## src/rtl/smtseg_pkg.sv

```systemverilog
package smtseg_pkg;
    typedef enum logic [1:0] {
        RT_NONE = 2'd0,
        RT_DRAM = 2'd1,
        RT_PCI  = 2'd2,
        RT_HOLE = 2'd3
    } route_e;

    typedef enum logic {
        LK_UNSEALED = 1'b0,
        LK_SEALED   = 1'b1
    } lock_e;

    localparam logic [1:0] A_CTRL  = 2'd0;
    localparam logic [1:0] A_EXT   = 2'd1;
    localparam logic [1:0] A_XSIZE = 2'd2;

    localparam int B_OPEN  = 6;
    localparam int B_CLOSE = 5;
    localparam int B_SEAL  = 4;
    localparam int B_GEN   = 3;
    localparam int B_HEN   = 7;
    localparam int B_TEN   = 0;

    localparam logic [7:0] M_CTRL_FULL   = 8'h78;
    localparam logic [7:0] M_CTRL_SEALED = 8'h20;
    localparam logic [7:0] M_EXT_FULL    = 8'h87;
    localparam logic [7:0] M_EXT_SEALED  = 8'h00;

    localparam logic [15:0] XSIZE_QUERY = 16'hFFFF;
    localparam int          MB_SHIFT    = 20;

    localparam logic [31:0] LEG_LO = 32'h000A_0000;
    localparam logic [31:0] LEG_HI = 32'h000B_FFFF;
    localparam logic [31:0] ALI_LO = 32'hFEDA_0000;
    localparam logic [31:0] ALI_HI = 32'hFEDB_FFFF;
endpackage

```

## src/rtl/smtseg_regs.sv

```systemverilog
module smtseg_regs
    import smtseg_pkg::*;
#(
    parameter int EXT_W = 12
) (
    input  logic             clk,
    input  logic             rst_n,
    input  logic             wr_en,
    input  logic [1:0]       addr,
    input  logic [15:0]      wr_data,
    input  logic [EXT_W-1:0] ext_mb,
    output logic [15:0]      rd_data,
    output logic [7:0]       ctrl_q,
    output logic [7:0]       ext_q
);
    lock_e       lk_q, lk_d;
    logic [7:0]  ctrl_mask, ext_mask, ctrl_nxt;
    logic [15:0] xsize_q;
    logic [15:0] ext_mb16;
    logic        seal_write;

    assign ext_mb16   = 16'(ext_mb);
    assign seal_write = wr_en && (addr == A_CTRL) && wr_data[B_SEAL];

    // state register
    always_ff @(posedge clk) begin
        if (!rst_n) lk_q <= LK_UNSEALED;
        else        lk_q <= lk_d;
    end

    // next state
    always_comb begin
        lk_d = lk_q;
        unique case (lk_q)
            LK_UNSEALED: if (seal_write) lk_d = LK_SEALED;
            LK_SEALED:   lk_d = LK_SEALED;
        endcase
    end

    // per-state write masks
    always_comb begin
        unique case (lk_q)
            LK_UNSEALED: begin
                ctrl_mask = M_CTRL_FULL;
                ext_mask  = M_EXT_FULL;
            end
            LK_SEALED: begin
                ctrl_mask = M_CTRL_SEALED;
                ext_mask  = M_EXT_SEALED;
            end
        endcase
    end

    always_comb begin
        ctrl_nxt = (ctrl_q & ~ctrl_mask) | (wr_data[7:0] & ctrl_mask);
        if (ctrl_nxt[B_SEAL]) ctrl_nxt[B_OPEN] = 1'b0;
    end

    always_ff @(posedge clk) begin
        if (!rst_n) begin
            ctrl_q  <= 8'h00;
            ext_q   <= 8'h00;
            xsize_q <= (ext_mb16 != 16'd0) ? XSIZE_QUERY : 16'd0;
        end else if (wr_en) begin
            unique case (addr)
                A_CTRL:  ctrl_q <= ctrl_nxt;
                A_EXT:   ext_q  <= (ext_q & ~ext_mask) | (wr_data[7:0] & ext_mask);
                A_XSIZE: xsize_q <= (ext_mb16 != 16'd0 && wr_data == XSIZE_QUERY)
                                    ? ext_mb16 : wr_data;
                default: ;
            endcase
        end
    end

    always_comb begin
        unique case (addr)
            A_CTRL:  rd_data = {8'h00, ctrl_q};
            A_EXT:   rd_data = {8'h00, ext_q};
            A_XSIZE: rd_data = xsize_q;
            default: rd_data = 16'h0000;
        endcase
    end

    assert_seal_sticky_R3: assert property (@(posedge clk) disable iff (!rst_n)
        lk_q == LK_SEALED |=> lk_q == LK_SEALED);

    assert_ext_frozen_R3: assert property (@(posedge clk) disable iff (!rst_n)
        (lk_q == LK_SEALED && wr_en && addr == A_EXT) |=> $stable(ext_q));

    assert_open_low_when_sealed_R3: assert property (@(posedge clk) disable iff (!rst_n)
        seal_write |=> !ctrl_q[B_OPEN]);

    assert_query_answer_R9: assert property (@(posedge clk) disable iff (!rst_n)
        (wr_en && addr == A_XSIZE && wr_data == XSIZE_QUERY && ext_mb16 != 16'd0)
        |=> xsize_q == $past(ext_mb16));
endmodule

```

## src/rtl/smtseg_size.sv

```systemverilog
module smtseg_size
    import smtseg_pkg::*;
#(
    parameter int EXT_W = 12,
    parameter int AW    = 32
) (
    input  logic             seg_en,
    input  logic [1:0]       seg_code,
    input  logic [EXT_W-1:0] ext_mb,
    input  logic [AW-1:0]    top,
    output logic             seg_on,
    output logic [AW-1:0]    seg_base
);
    localparam int SW = AW + 1;

    logic [EXT_W-1:0] size_mb;
    logic [SW-1:0]    size_b;
    logic [SW-1:0]    top_w;

    always_comb begin
        size_mb = '0;
        if (seg_en) begin
            unique case (seg_code)
                2'b00: size_mb = EXT_W'(1);
                2'b01: size_mb = EXT_W'(2);
                2'b10: size_mb = EXT_W'(8);
                2'b11: size_mb = ext_mb;
            endcase
        end
    end

    assign size_b   = SW'(size_mb) << MB_SHIFT;
    assign top_w    = SW'(top);
    assign seg_on   = (size_b != '0);
    assign seg_base = (size_b > top_w) ? '0 : AW'(top_w - size_b);
endmodule

```

## src/rtl/smtseg_route.sv

```systemverilog
module smtseg_route
    import smtseg_pkg::*;
#(
    parameter int AW = 32
) (
    input  logic [AW-1:0] addr,
    input  logic          smm,
    input  logic          open_b,
    input  logic          gen_b,
    input  logic          hen_b,
    input  logic          seg_on,
    input  logic [AW-1:0] seg_base,
    input  logic [AW-1:0] top,
    output route_e        route
);
    logic   in_leg, in_ali, in_seg;
    route_e normal;

    assign in_leg = (addr >= AW'(LEG_LO)) && (addr <= AW'(LEG_HI));
    assign in_ali = (addr >= AW'(ALI_LO)) && (addr <= AW'(ALI_HI));
    assign in_seg = seg_on && (addr >= seg_base) && (addr < top);

    always_comb begin
        if (in_leg)      normal = (open_b && !hen_b) ? RT_DRAM : RT_PCI;
        else if (in_ali) normal = (open_b && hen_b) ? RT_DRAM : RT_NONE;
        else if (in_seg) normal = RT_HOLE;
        else             normal = RT_NONE;
    end

    always_comb begin
        route = normal;
        if (smm) begin
            if (in_leg)      route = (gen_b && !hen_b) ? RT_DRAM : normal;
            else if (in_ali) route = (gen_b && hen_b) ? RT_DRAM : normal;
            else if (in_seg) route = RT_DRAM;
        end
    end
endmodule

```

## src/rtl/smtseg_ctrl.sv

```systemverilog
module smtseg_ctrl
    import smtseg_pkg::*;
#(
    parameter int EXT_W = 12,
    parameter int AW    = 32
) (
    input  logic             clk,
    input  logic             rst_n,
    input  logic             cfg_wr_en,
    input  logic [1:0]       cfg_addr,
    input  logic [15:0]      cfg_wr_data,
    output logic [15:0]      cfg_rd_data,
    input  logic [AW-1:0]    low_mem_top,
    input  logic [EXT_W-1:0] ext_tseg_mb,
    input  logic [AW-1:0]    req_addr,
    input  logic             req_smm,
    output logic [1:0]       route
);
    logic [7:0]    ctrl_q, ext_q;
    logic          seg_on;
    logic [AW-1:0] seg_base;
    route_e        rt;

    smtseg_regs #(.EXT_W(EXT_W)) u_regs (
        .clk(clk), .rst_n(rst_n), .wr_en(cfg_wr_en), .addr(cfg_addr),
        .wr_data(cfg_wr_data), .ext_mb(ext_tseg_mb), .rd_data(cfg_rd_data),
        .ctrl_q(ctrl_q), .ext_q(ext_q)
    );

    smtseg_size #(.EXT_W(EXT_W), .AW(AW)) u_size (
        .seg_en(ext_q[B_TEN]), .seg_code(ext_q[2:1]), .ext_mb(ext_tseg_mb),
        .top(low_mem_top), .seg_on(seg_on), .seg_base(seg_base)
    );

    smtseg_route #(.AW(AW)) u_route (
        .addr(req_addr), .smm(req_smm), .open_b(ctrl_q[B_OPEN]),
        .gen_b(ctrl_q[B_GEN]), .hen_b(ext_q[B_HEN]), .seg_on(seg_on),
        .seg_base(seg_base), .top(low_mem_top), .route(rt)
    );

    assign route = rt;

    assert_hole_only_normal_R8: assert property (@(posedge clk) disable iff (!rst_n)
        route == RT_HOLE |-> !req_smm);

    assert_alias_needs_open_R5: assert property (@(posedge clk) disable iff (!rst_n)
        (!req_smm && req_addr >= AW'(ALI_LO) && req_addr <= AW'(ALI_HI) && route == RT_DRAM)
        |-> (ctrl_q[B_OPEN] && ext_q[B_HEN]));

    assert_smm_legacy_dram_R6: assert property (@(posedge clk) disable iff (!rst_n)
        (req_smm && ctrl_q[B_GEN] && !ext_q[B_HEN] &&
         req_addr >= AW'(LEG_LO) && req_addr <= AW'(LEG_HI)) |-> route == RT_DRAM);
endmodule

```

## config.mk

```make
export PLATFORM = sky130hd
export DESIGN_NAME = smtseg_ctrl
export DESIGN_NICKNAME = d
export VERILOG_FILES = /design/src/rtl/smtseg_pkg.sv /design/src/rtl/smtseg_regs.sv /design/src/rtl/smtseg_size.sv /design/src/rtl/smtseg_route.sv /design/src/rtl/smtseg_ctrl.sv
export SDC_FILE = /design/constraint.sdc
export NUM_CORES = 1
export LEC_CHECK = 0
export BUFFER_PORTS_ARGS = -buffer_cell sky130_fd_sc_hd__buf_2
export CAP_MARGIN = 20
export CORE_MARGIN = 2
export CORE_UTILIZATION = 50
export DETAILED_ROUTE_END_ITERATION = 8
export PLACE_DENSITY = 0.81
export SLEW_MARGIN = 30
export SYNTH_ARGS = -nofsm -noshare
export SYNTH_HDL_FRONTEND = slang
export SYNTH_SLANG_ARGS = --single-unit
```

## constraint.sdc

```tcl
create_clock -name clk -period 8.9 [get_ports clk]
set_input_delay 1.78 -clock clk [delete_from_list [all_inputs] [get_ports clk]]
set_output_delay 1.78 -clock clk [all_outputs]
set_load 0.03 [all_outputs]
```

==> results of run 1 <==
==> kinds of logic after synthesis <==
family	count (synthesis)
AO/OA/AOI/OAI	110
XOR/XNOR	5
adder cells (fa/ha/maj)	76
buffers and inverters	51
flip-flops	25
multiplexers	7
AND/OR/NAND/NOR	185
==> power by group through the flow <==
stage	Combinational [mW]	Clock (mW)	Sequential, mW
CTS	0.171	0.0712	0.137
global route	0.194	0.0741	0.138
detailed placement	0.169	0	0.139
floorplan	0.110	0	0.138
finish	0.171	0.0713	0.137
global placement	0.163	0	0.139
==> per-stage QoR <==
stage	power [mW]	std cells	util
floorplan	0.2483	459	-
global placement	0.3019	662	0.6000
detailed placement	0.3088	662	0.6000
CTS	0.3787	666	0.6068
global route	0.4058	666	0.6068
finish	0.3795	666	0.6068
==> placed cells by master, fill, tap and decap left out, types with 3 or more instances in the layout <==
cell type  synthesis  final
buf_2              0    115
ha_1              75     75
nand2_1           69     69
inv_1             39     39
a21oi_1           28     28
nor2_1            18     18
o21ai_0           16     16
edfxtp_1          16     16
o211ai_1          14     14
nand3_1           14     14
and2_1            12     12
a21o_1            11     11
nand2_2           11     11
nor2b_1           10     10
nand4_1           10     10
and4_1             9      9
dfxtp_1            9      9
nand2b_1           8      8
mux2i_1            7      7
o21a_1             6      6
nor4_1             5      5
a21boi_0           5      5
xnor2_1            4      4
a22o_1             4      4
nor3_1             3      3
o22ai_1            3      3
a211oi_1           3      3
clkbuf_8           0      3
==> worst register-to-register path, stage by stage, from the launching register on <==
cell,delay (ps)
dfxtp_1,360
and3b_1,390
mux2i_1,230
nor2b_1,70
==> per-layer routing <==
metal / part of all wire / wire (µm) / track usage / vias to the layer above
li1: - / - / - / 1914
met5: 0 / 0 / 0 / -
met3: 0.064 / 638 / 0.02179 / 23
met2: 0.49 / 4895 / 0.4306 / 155
met1: 0.43 / 4270 / 0.3187 / 1757
met4: 0.022 / 221 / 0.06667 / 0
==> final cells by class <==
cell class              count  share of cell area
repair buffers            116              0.1339
flip-flops and latches     25              0.1517
clock inverters             1            0.001724
well taps                  99             0.02845
inverters                  39             0.03362
multi-input cells         383              0.6411
clock buffers               3            0.009483
==> final timing paths <==
check / from / to / slack (ps) / depth (start not counted)
worst max-delay path: ext_tseg_mb[0] / route[1] / 740 / 20
worst min register to register: u_regs.ctrl_q[5] / u_regs.ctrl_q[5] / 480 / 2
worst min-delay path: u_regs.ctrl_q[5] / u_regs.ctrl_q[5] / 480 / 2
worst max register to register: u_regs.lk_q / register / 7750 / 3
==> flow_summary.ini, run 1 <==
[power_and_ir_drop]
p_clk_frac = 0.188
p_int_mw = 0.2390
switchingPower_mw = 0.1405
p_sw_frac = 0.3702
power.density_mw_per_mm2 = 87.16
power_frac_comb = 0.452
p_leak_nw = 2.173
irDropWorstVdd_mv = 0.05887
seq_power_share = 0.361

[place]
dpl_cell_area_mm2 = 0.004305
dp_hpwl_um = 8485
pre_cts_ws_ps = 833.7
gp_congestion = 0.9755
numPortBuffers = 115

[setup_path]
cp-end-kind = output pin
cpPeakStageDelay_ps = 560
crit_required_ps = 7120
worstSetupPathType = input port to output pin
arrival_ps = 6380
path_cells = buf_2, nand3_1, o21ai_0, and2_1, ha_1, fa_1, nand2b_1, a21oi_1, o221ai_2, o21ai_1, a21o_1, nand3_1, ha_1, and4_1, nand4_1, or4b_1, o2111ai_1, a21oi_1, o31ai_2, buf_2
cp_num_buf_inv = 2
critical_path.startpoint_type = input port
cp_slowest_cell = or4b_1
crit_fanout = 15
cp_top_family = compound AO/OA/AOI/OAI gates

[timing]
finalCriticalPeriod_ps = 8155
holdWs_ps = 482.0
rsz0062_at_grt = false
hold_violations = 0
slew_headroom = 0.4622
layout_setup_ws_ps = 744.8
timing.fmax_ghz = 0.1226
tightest_slew_ps = 805.0
setup_viol = 0
drv_slew = 0
fin_setup_tns_ps = 0
timing.final.crit_share = 0.9163
finClkSkew_ps = 5.873

[global_routing]
grt_antenna_before_repair = 0
grt_pass1_vias = 3683
grt_max_degree = 25
grt_usage = 0.2435
grt_overflow = 0
grt_pass1_wl_um = 16660

[logic_synthesis]
synthTopCellsByArea = ha_1 (26%), edfxtp_1 (13%), nand2_1 (7.0%), dfxtp_1 (4.9%), inv_1 (4.0%)
synthArstFlopShare = 0
synth_top_area_cell = ha_1
yosys.area_share.xor_xnor = 0.01192
synth_area_mm2 = 0.003675
synth_edf_count = 16
ys_warn_count = 0
synthAdderAreaFrac = 0.2608
synth_most_common_cell = ha_1
synthesis.nets = 633
synth_top_family_by_area = simple AND/OR/NAND/NOR gates
synth_mux_area_frac = 0.01907
synthSimpleGateAreaFrac = 0.2646
synth_commonest_cells = ha_1 (75), nand2_1 (69), inv_1 (39)
syn_inst = 459
ys.flop_type = edfxtp_1
synth_seq_area_share = 0.1798
synth_compound_area_frac = 0.2033
synth_cell_types = 60
syn_area_per_cell_um2 = 8.006
ys_ff_latch = 25
yosysTopAreaCellShare = 0.2554

[die]
core-area_mm2 = 0.007176
io_pins = 116
design.die.area_mm2 = 0.008051
die_w_um = 89.73
die_h_um = 89.73
start_util = 0.5121
rows = 31

[clock_tree]
path_clk_slew_ps = 90
cts.sinks = 25
ctsResizeCount = 0
holdBufCountCts = 0
cts_made_buffers = 3
h-tree-depth = 1
clk_latency_ps = 280
cts_setup_buffers = 0
cts_tree = built
cts_buffer_depth = 2
clockRootBuffer = clkbuf_8

[hold_path]
hold_class = register to register

[route]
routed_via_density = 5.779
drt_iter0_markers = 212
dr.pass1.iters = 5
ant_nets = 0
drc = 0
wire_per_inst_um = 15.05
drt_wl_total_um = 10030
num_vias = 3849

[flow_run]
cap_viol_max_count = 0

[cells_and_area]
antenna_cells = 0
final_layout_size_suffix_gt1_frac = 0.2416
final_area_mm2 = 0.004354
fill_cells = 640
seq_area_um2 = 660.6
nets = 742
multiInputGateArea_mm2 = 0.002791
area_growth_pct = 18.49

[outcome]
status = finished, final reports clean
(Power assumes the default switching activity.)
==> run 2: changes to the inputs <==
--- a/config.mk
+++ b/config.mk
@@ -5,12 +5,14 @@
 export SDC_FILE = /design/constraint.sdc
 export NUM_CORES = 1
 export LEC_CHECK = 0
+export ABC_AREA = 1
 export BUFFER_PORTS_ARGS = -buffer_cell sky130_fd_sc_hd__buf_2
 export CAP_MARGIN = 20
 export CORE_MARGIN = 2
 export CORE_UTILIZATION = 50
+export CTS_CLUSTER_SIZE = 40
 export DETAILED_ROUTE_END_ITERATION = 8
-export PLACE_DENSITY = 0.81
+export PLACE_DENSITY = 0.8
 export SLEW_MARGIN = 30
 export SYNTH_ARGS = -nofsm -noshare
 export SYNTH_HDL_FRONTEND = slang
==> run 2 against run 1 <==
Compared with the run above:
- final area is 5.3% higher
- critical path depth rose by 4
- flip-flop and latch count unchanged
- clock power fell by 3%
- sequential power about the same
- critical path type unchanged
- critical endpoint unchanged
==> flow_summary.ini, run 2 <==
[outcome]
status = finished, final reports clean

[route]
num_vias = 4405
drt_wl_total_um = 10550
wl_met3_um = 779
drt_iter0_markers = 226
routed_via_density = 5.359
drt-met1-wl_um = 4458
highest_layer = met4
wire_per_inst_um = 12.84
wl_met2_um = 5157
dr.pass1.iters = 5
drc = 0
ant_nets = 0

[setup_path]
cp-end-kind = output pin
arrival_ps = 5240
cp_slowest_cell = fa_1
cpPeakStageDelay_ps = 460
path_cells = buf_2, nand3_1, nand2_1, nand2_1, inv_1, ha_1, fa_1, o31ai_2, nand3_1, o2111ai_2, buf_4, nand2_1, ha_1, nand2_1, nor2_1, nand2_1, nor2_1, nor2_1, nand2_1, nand2_1, nand2_1, nand3_1, a21oi_1, buf_2
critical_path.startpoint_type = input port
crit_fanout = 32
worst-r2r-setup-slack_ps = 7850
crit_required_ps = 7120
worstSetupPathType = input port to output pin
rr_startpoint = u_regs.lk_q
r2r_cells = 4
cp_common_cell = nand2_1

[timing]
finClkSkew_ps = 0.5240
tightest_slew_ps = 528.5
fin_setup_tns_ps = 0
drv_slew = 0
timing.final.crit_share = 0.7883
timing.fmax_ghz = 0.1425
finalCriticalPeriod_ps = 7016
hold_violations = 0
rsz0062_at_grt = false
slew_headroom = 0.6444
setup_viol = 0

[clock_tree]
path_clk_slew_ps = 100
cts.sinks = 25
ctsResizeCount = 0
clockRootBuffer = clkbuf_8
cts_buffer_depth = 2
h-tree-depth = 1
clk_latency_ps = 280
cts_tree = built
cts_setup_buffers = 0
holdBufCountCts = 0
cts_made_buffers = 3

[logic_synthesis]
synthTopCellsByArea = ha_1 (24%), nand2_1 (17%), edfxtp_1 (12%), inv_1 (9.5%), nor2_1 (5.8%)
syn_inst = 607
yosysTopAreaCellShare = 0.2420
ys.flop_type = edfxtp_1
ys_ff_latch = 25
synth_cell_types = 38
syn_area_per_cell_um2 = 6.388
synth_seq_area_share = 0.1704
synth_most_common_cell = nand2_1
synth_area_mm2 = 0.003877
synth_commonest_cells = nand2_1 (179), inv_1 (98), ha_1 (75)
synthesis.nets = 781
synthArstFlopShare = 0
ys_warn_count = 0
synth_top_area_cell = ha_1
synth_edf_count = 16

[place]
dpl_cell_area_mm2 = 0.004538
dp_hpwl_um = 9058
gp_congestion = 0.9044
numPortBuffers = 115

[cells_and_area]
area_growth_pct = 18.26
antenna_cells = 0
nets = 895
final_cell_mix = nand2_1 (179), buf_2 (115), inv_1 (98)
final_area_mm2 = 0.004586
final_common_cell = nand2_1
final_layout_size_suffix_gt1_frac = 0.1819

[global_routing]
grt_antenna_before_repair = 0
grt_pass1_vias = 4155
grt_max_degree = 33
grt_pass1_wl_um = 17870
grt_usage = 0.2519
grt_overflow = 0

[flow_run]
cap_viol_max_count = 0

[hold_path]
hold_path_end = u_regs.ctrl_q[5]
hold_depth = 2
hold_path_startpoint = u_regs.ctrl_q[5]
hold_class = register to register

[power_and_ir_drop]
p_leak_nw = 2.622
p_clk_frac = 0.175
power_frac_comb = 0.477
power.density_mw_per_mm2 = 86.50
p_sw_frac = 0.3934
switchingPower_mw = 0.1560
p_int_mw = 0.2406
seq_power_share = 0.348
irDropWorstVdd_mv = 0.05297

[die]
die_h_um = 92.06
die_w_um = 92.06
io_pins = 116
design.die.area_mm2 = 0.008475
start_util = 0.5097
core-area_mm2 = 0.007607
rows = 32
run 2: changes by cell type after synthesis, moves of 8 or more:
cell / change
a21oi_1: +11
and2_1: -12
and4_1: -9
inv_1: +59
nand2_1: +110
nand2_2: -8
nand2b_1: -8
nand3_1: +23
nor2_1: +42
nor2b_1: -10
run 2: layout make-up:
cell class,instances,area (µm²)
clock inverter,1,6.256
multi-input combinational,474,2784
timing repair buffer,117,590.6
inverter,100,375.4
clock buffer,3,41.29
tap,102,127.6
fill,761,3022
sequential,25,660.6
run 2: worst max-delay path, delay by kind of cell:
family | cells | cell delay (ps)
simple gates | 14 | 1150
fa+ha+maj | 3 | 1000
buf+inv | 4 | 730
compound gates | 3 | 570
run 2: cell families after synthesis:
logic type / share of synthesized area
AO/OA/AOI/OAI: 0.1333
adder cells (fa/ha/maj): 0.2472
buffers and inverters: 0.1116
XOR/XNOR: 0.006778
flip-flops: 0.1704
AND/OR/NAND/NOR: 0.3308
run 2: how the worst max path moves through the flow:
stage | from | endpoint | cells after the start
final | ext_tseg_mb[0] | route[1] | 24
after global routing | ext_tseg_mb[0] | route[1] | 24
after CTS | ext_tseg_mb[0] | route[1] | 24
after detailed placement | ext_tseg_mb[0] | route[1] | 24
after global placement | ext_tseg_mb[0] | route[1] | 24
after floorplan | ext_tseg_mb[0] | route[1] | 22
run 2: power by group through the flow:
stage / Combinational (mW) / Clock, mW / Sequential, mW
finish: 0.189 / 0.0695 / 0.138
global route: 0.217 / 0.0716 / 0.139
CTS: 0.189 / 0.0696 / 0.138
detailed placement: 0.187 / 0 / 0.141
global placement: 0.178 / 0 / 0.140
floorplan: 0.123 / 0 / 0.139
run 2: per-layer routing:
metal,track usage,vias up
li1,-,2228
met1,0.3180,1979
met2,0.4675,180
met3,0.01479,18
met4,0.05970,0
met5,0,-
run 2: stage by stage:
stage / hold slack (ps) / total power, mW / instances / util / setup WS, ps
2_1_floorplan: 465.8 / 0.2626 / 607 / - / 2330
3_3_place_gp: 500.2 / 0.3182 / 818 / 0.5965 / 2010
3_5_place_dp: 498.6 / 0.3279 / 818 / 0.5965 / 1902
4_1_cts: 527.4 / 0.3959 / 822 / 0.6028 / 1887
5_1_grt: 576.3 / 0.4276 / 822 / 0.6028 / 1493
6_report: 528.5 / 0.3967 / 822 / 0.6028 / 1884
==> run 3: changes to the inputs <==
--- a/config.mk
+++ b/config.mk
@@ -5,14 +5,14 @@
 export SDC_FILE = /design/constraint.sdc
 export NUM_CORES = 1
 export LEC_CHECK = 0
-export ABC_AREA = 1
+export ABC_AREA = 0
 export BUFFER_PORTS_ARGS = -buffer_cell sky130_fd_sc_hd__buf_2
 export CAP_MARGIN = 20
 export CORE_MARGIN = 2
 export CORE_UTILIZATION = 50
 export CTS_CLUSTER_SIZE = 40
 export DETAILED_ROUTE_END_ITERATION = 8
-export PLACE_DENSITY = 0.8
+export PLACE_DENSITY = 0.81
 export SLEW_MARGIN = 30
 export SYNTH_ARGS = -nofsm -noshare
 export SYNTH_HDL_FRONTEND = slang
==> constraint.sdc (replaced) <==
create_clock -name clk -period 6.8 [get_ports clk]
set_input_delay 1.36 -clock clk [delete_from_list [all_inputs] [get_ports clk]]
set_output_delay 1.36 -clock clk [all_outputs]
set_load 0.03 [all_outputs]
==> run 3 against run 2 <==
Compared with the run above:
- flip-flop and latch count did not move
- core utilization rose by 1.8 points
- wire length decreased by 0.36%
- die area decreased by 5.0%
- register-to-register slack lost 2200 ps
==> flow_summary.ini, run 3 (same netlist as run 1, synthesis figures left out) <==
[outcome]
status = finished, final reports clean

[route]
num_vias = 3986
drt_wl_total_um = 10520
routed_via_density = 5.932
drc = 0
wire_per_inst_um = 15.65
drt_iter0_markers = 242
dr.pass1.iters = 5
ant_nets = 0

[power_and_ir_drop]
irDropWorstVdd_mv = 0.07854
power.density_mw_per_mm2 = 113.1
power_frac_comb = 0.469
switchingPower_mw = 0.1848
p_sw_frac = 0.3667
seq_power_share = 0.355
p_clk_frac = 0.176
p_int_mw = 0.3191
p_leak_nw = 2.216

[clock_tree]
cts.sinks = 25
h-tree-depth = 1
path_clk_slew_ps = 90
cts_buffer_depth = 2
cts_tree = built
holdBufCountCts = 0
clk_latency_ps = 270
cts_made_buffers = 3
clockRootBuffer = clkbuf_8

[cells_and_area]
area_growth_pct = 21.28
final_common_cell = buf_2
nets = 748
final_area_mm2 = 0.004457
final_layout_size_suffix_gt1_frac = 0.2583
multiInputGateArea_mm2 = 0.002816
final_cell_mix = buf_2 (114), ha_1 (75), nand2_1 (69)
antenna_cells = 0
fill_cells = 633
seq_area_um2 = 660.6

[place]
dpl_cell_area_mm2 = 0.004333
numPortBuffers = 115
dp_hpwl_um = 8667
gp_congestion = 0.9792
pre_cts_ws_ps = -55.26

[die]
die_w_um = 89.73
core-area_mm2 = 0.007176
die_h_um = 89.73
design.die.area_mm2 = 0.008051
io_pins = 116
rows = 31
start_util = 0.5121

[setup_path]
critical_path.startpoint_type = input port
crit_required_ps = 5440
worstSetupPathType = input port to output pin
worst-r2r-setup-slack_ps = 5620
arrival_ps = 5300
r2r_cells = 4
crit_fanout = 5
cp-end-kind = output pin

[timing]
holdWs_ps = 475.7
finClkSkew_ps = 2.866
hold_violations = 0
timing.final.crit_share = 0.9787
drv_slew = 0
setup_viol = 0
timing.fmax_ghz = 0.1503
layout_setup_ws_ps = 145.0
tightest_slew_ps = 811.1
slew_headroom = 0.4582
rsz0062_at_grt = false
finalCriticalPeriod_ps = 6655

[global_routing]
grt_usage = 0.2481
grt_antenna_before_repair = 0
grt_max_degree = 25
grt_pass1_vias = 3839
grt_pass1_wl_um = 16940
grt_overflow = 0

[hold_path]
hold_class = register to register
hold_depth = 2

[flow_run]
cap_viol_max_count = 0
[run 3: changes by cell type in the layout (fill, tap and decap cells not counted), sizes merged, moves of 7 or more]
cell / before / now
and2: 0 / 13
nor2: 61 / 18
a21o: 4 / 11
inv: 100 / 39
o21ai: 27 / 18
mux2i: 0 / 7
nor2b: 0 / 10
and4: 0 / 9
nand2: 182 / 80
nand2b: 0 / 8
a21oi: 39 / 28
nand3: 37 / 14
[run 3: final timing paths]
check,startpoint,end
max reg2reg,u_regs.lk_q,register
min,u_regs.ctrl_q[5],u_regs.ctrl_q[5]
min reg2reg,u_regs.ctrl_q[5],u_regs.ctrl_q[5]
max,ext_tseg_mb[3],route[1]
[run 3: timing repair]
action,4_1_cts,5_1_grt
buffers inserted,0,3
endpoints found under the hold margin,0,0
cloned,0,1
resized for setup,2,6
endpoints found under the setup margin,1,2
pin swaps,1,5
[run 3: area by class of cell]
| cell class | count | share of cell area |
|---|---|---|
| clock buffers | 3 | 0.009264 |
| inverters | 39 | 0.03285 |
| clock inverters | 1 | 0.001684 |
| repair buffers | 122 | 0.1482 |
| flip-flops and latches | 25 | 0.1482 |
| well taps | 99 | 0.02779 |
| multi-input cells | 383 | 0.6319 |
[run 3: power groups by stage]
stage | clock [mW] | sequential, mW | combinational, mW
floorplan | 0 | 0.181 | 0.144
global placement | 0 | 0.182 | 0.215
detailed placement | 0 | 0.182 | 0.225
CTS | 0.0884 | 0.179 | 0.227
global route | 0.0945 | 0.180 | 0.266
finish | 0.0887 | 0.179 | 0.236
[run 3: per-stage QoR]
stage / cells / power, mW / setup TNS, ps / utilization
finish: 672 / 0.5040 / 0 / 0.6211
global route: 672 / 0.5407 / 0 / 0.6211
CTS: 668 / 0.4946 / 0 / 0.6115
detailed placement: 664 / 0.4074 / -55.26 / 0.6038
global placement: 664 / 0.3965 / 0 / 0.6038
floorplan: 459 / 0.3249 / 0 / -
[run 3: layer usage]
| metal | global-route usage | up-vias | routed length (µm) |
|---|---|---|---|
| met4 | 0.06154 | 0 | 267 |
| met3 | 0.02515 | 30 | 733 |
| met5 | 0 | - | 0 |
| met1 | 0.3100 | 1831 | 4187 |
| met2 | 0.4577 | 209 | 5326 |
| li1 | - | 1916 | - |
[run 3: critical path, cell delays in order]
cell and delay, ps:
buf_2 130, o211ai_1 260, ha_1 350, a21o_1 200
a21oi_1 190, a21oi_1 120, o31ai_1 490, o211a_1 250
a211oi_1 60, ha_1 330, and4_4 230, nand4_1 130
or4b_1 550, o2111ai_1 90, a21oi_1 90, o31ai_2 260
buf_4 220
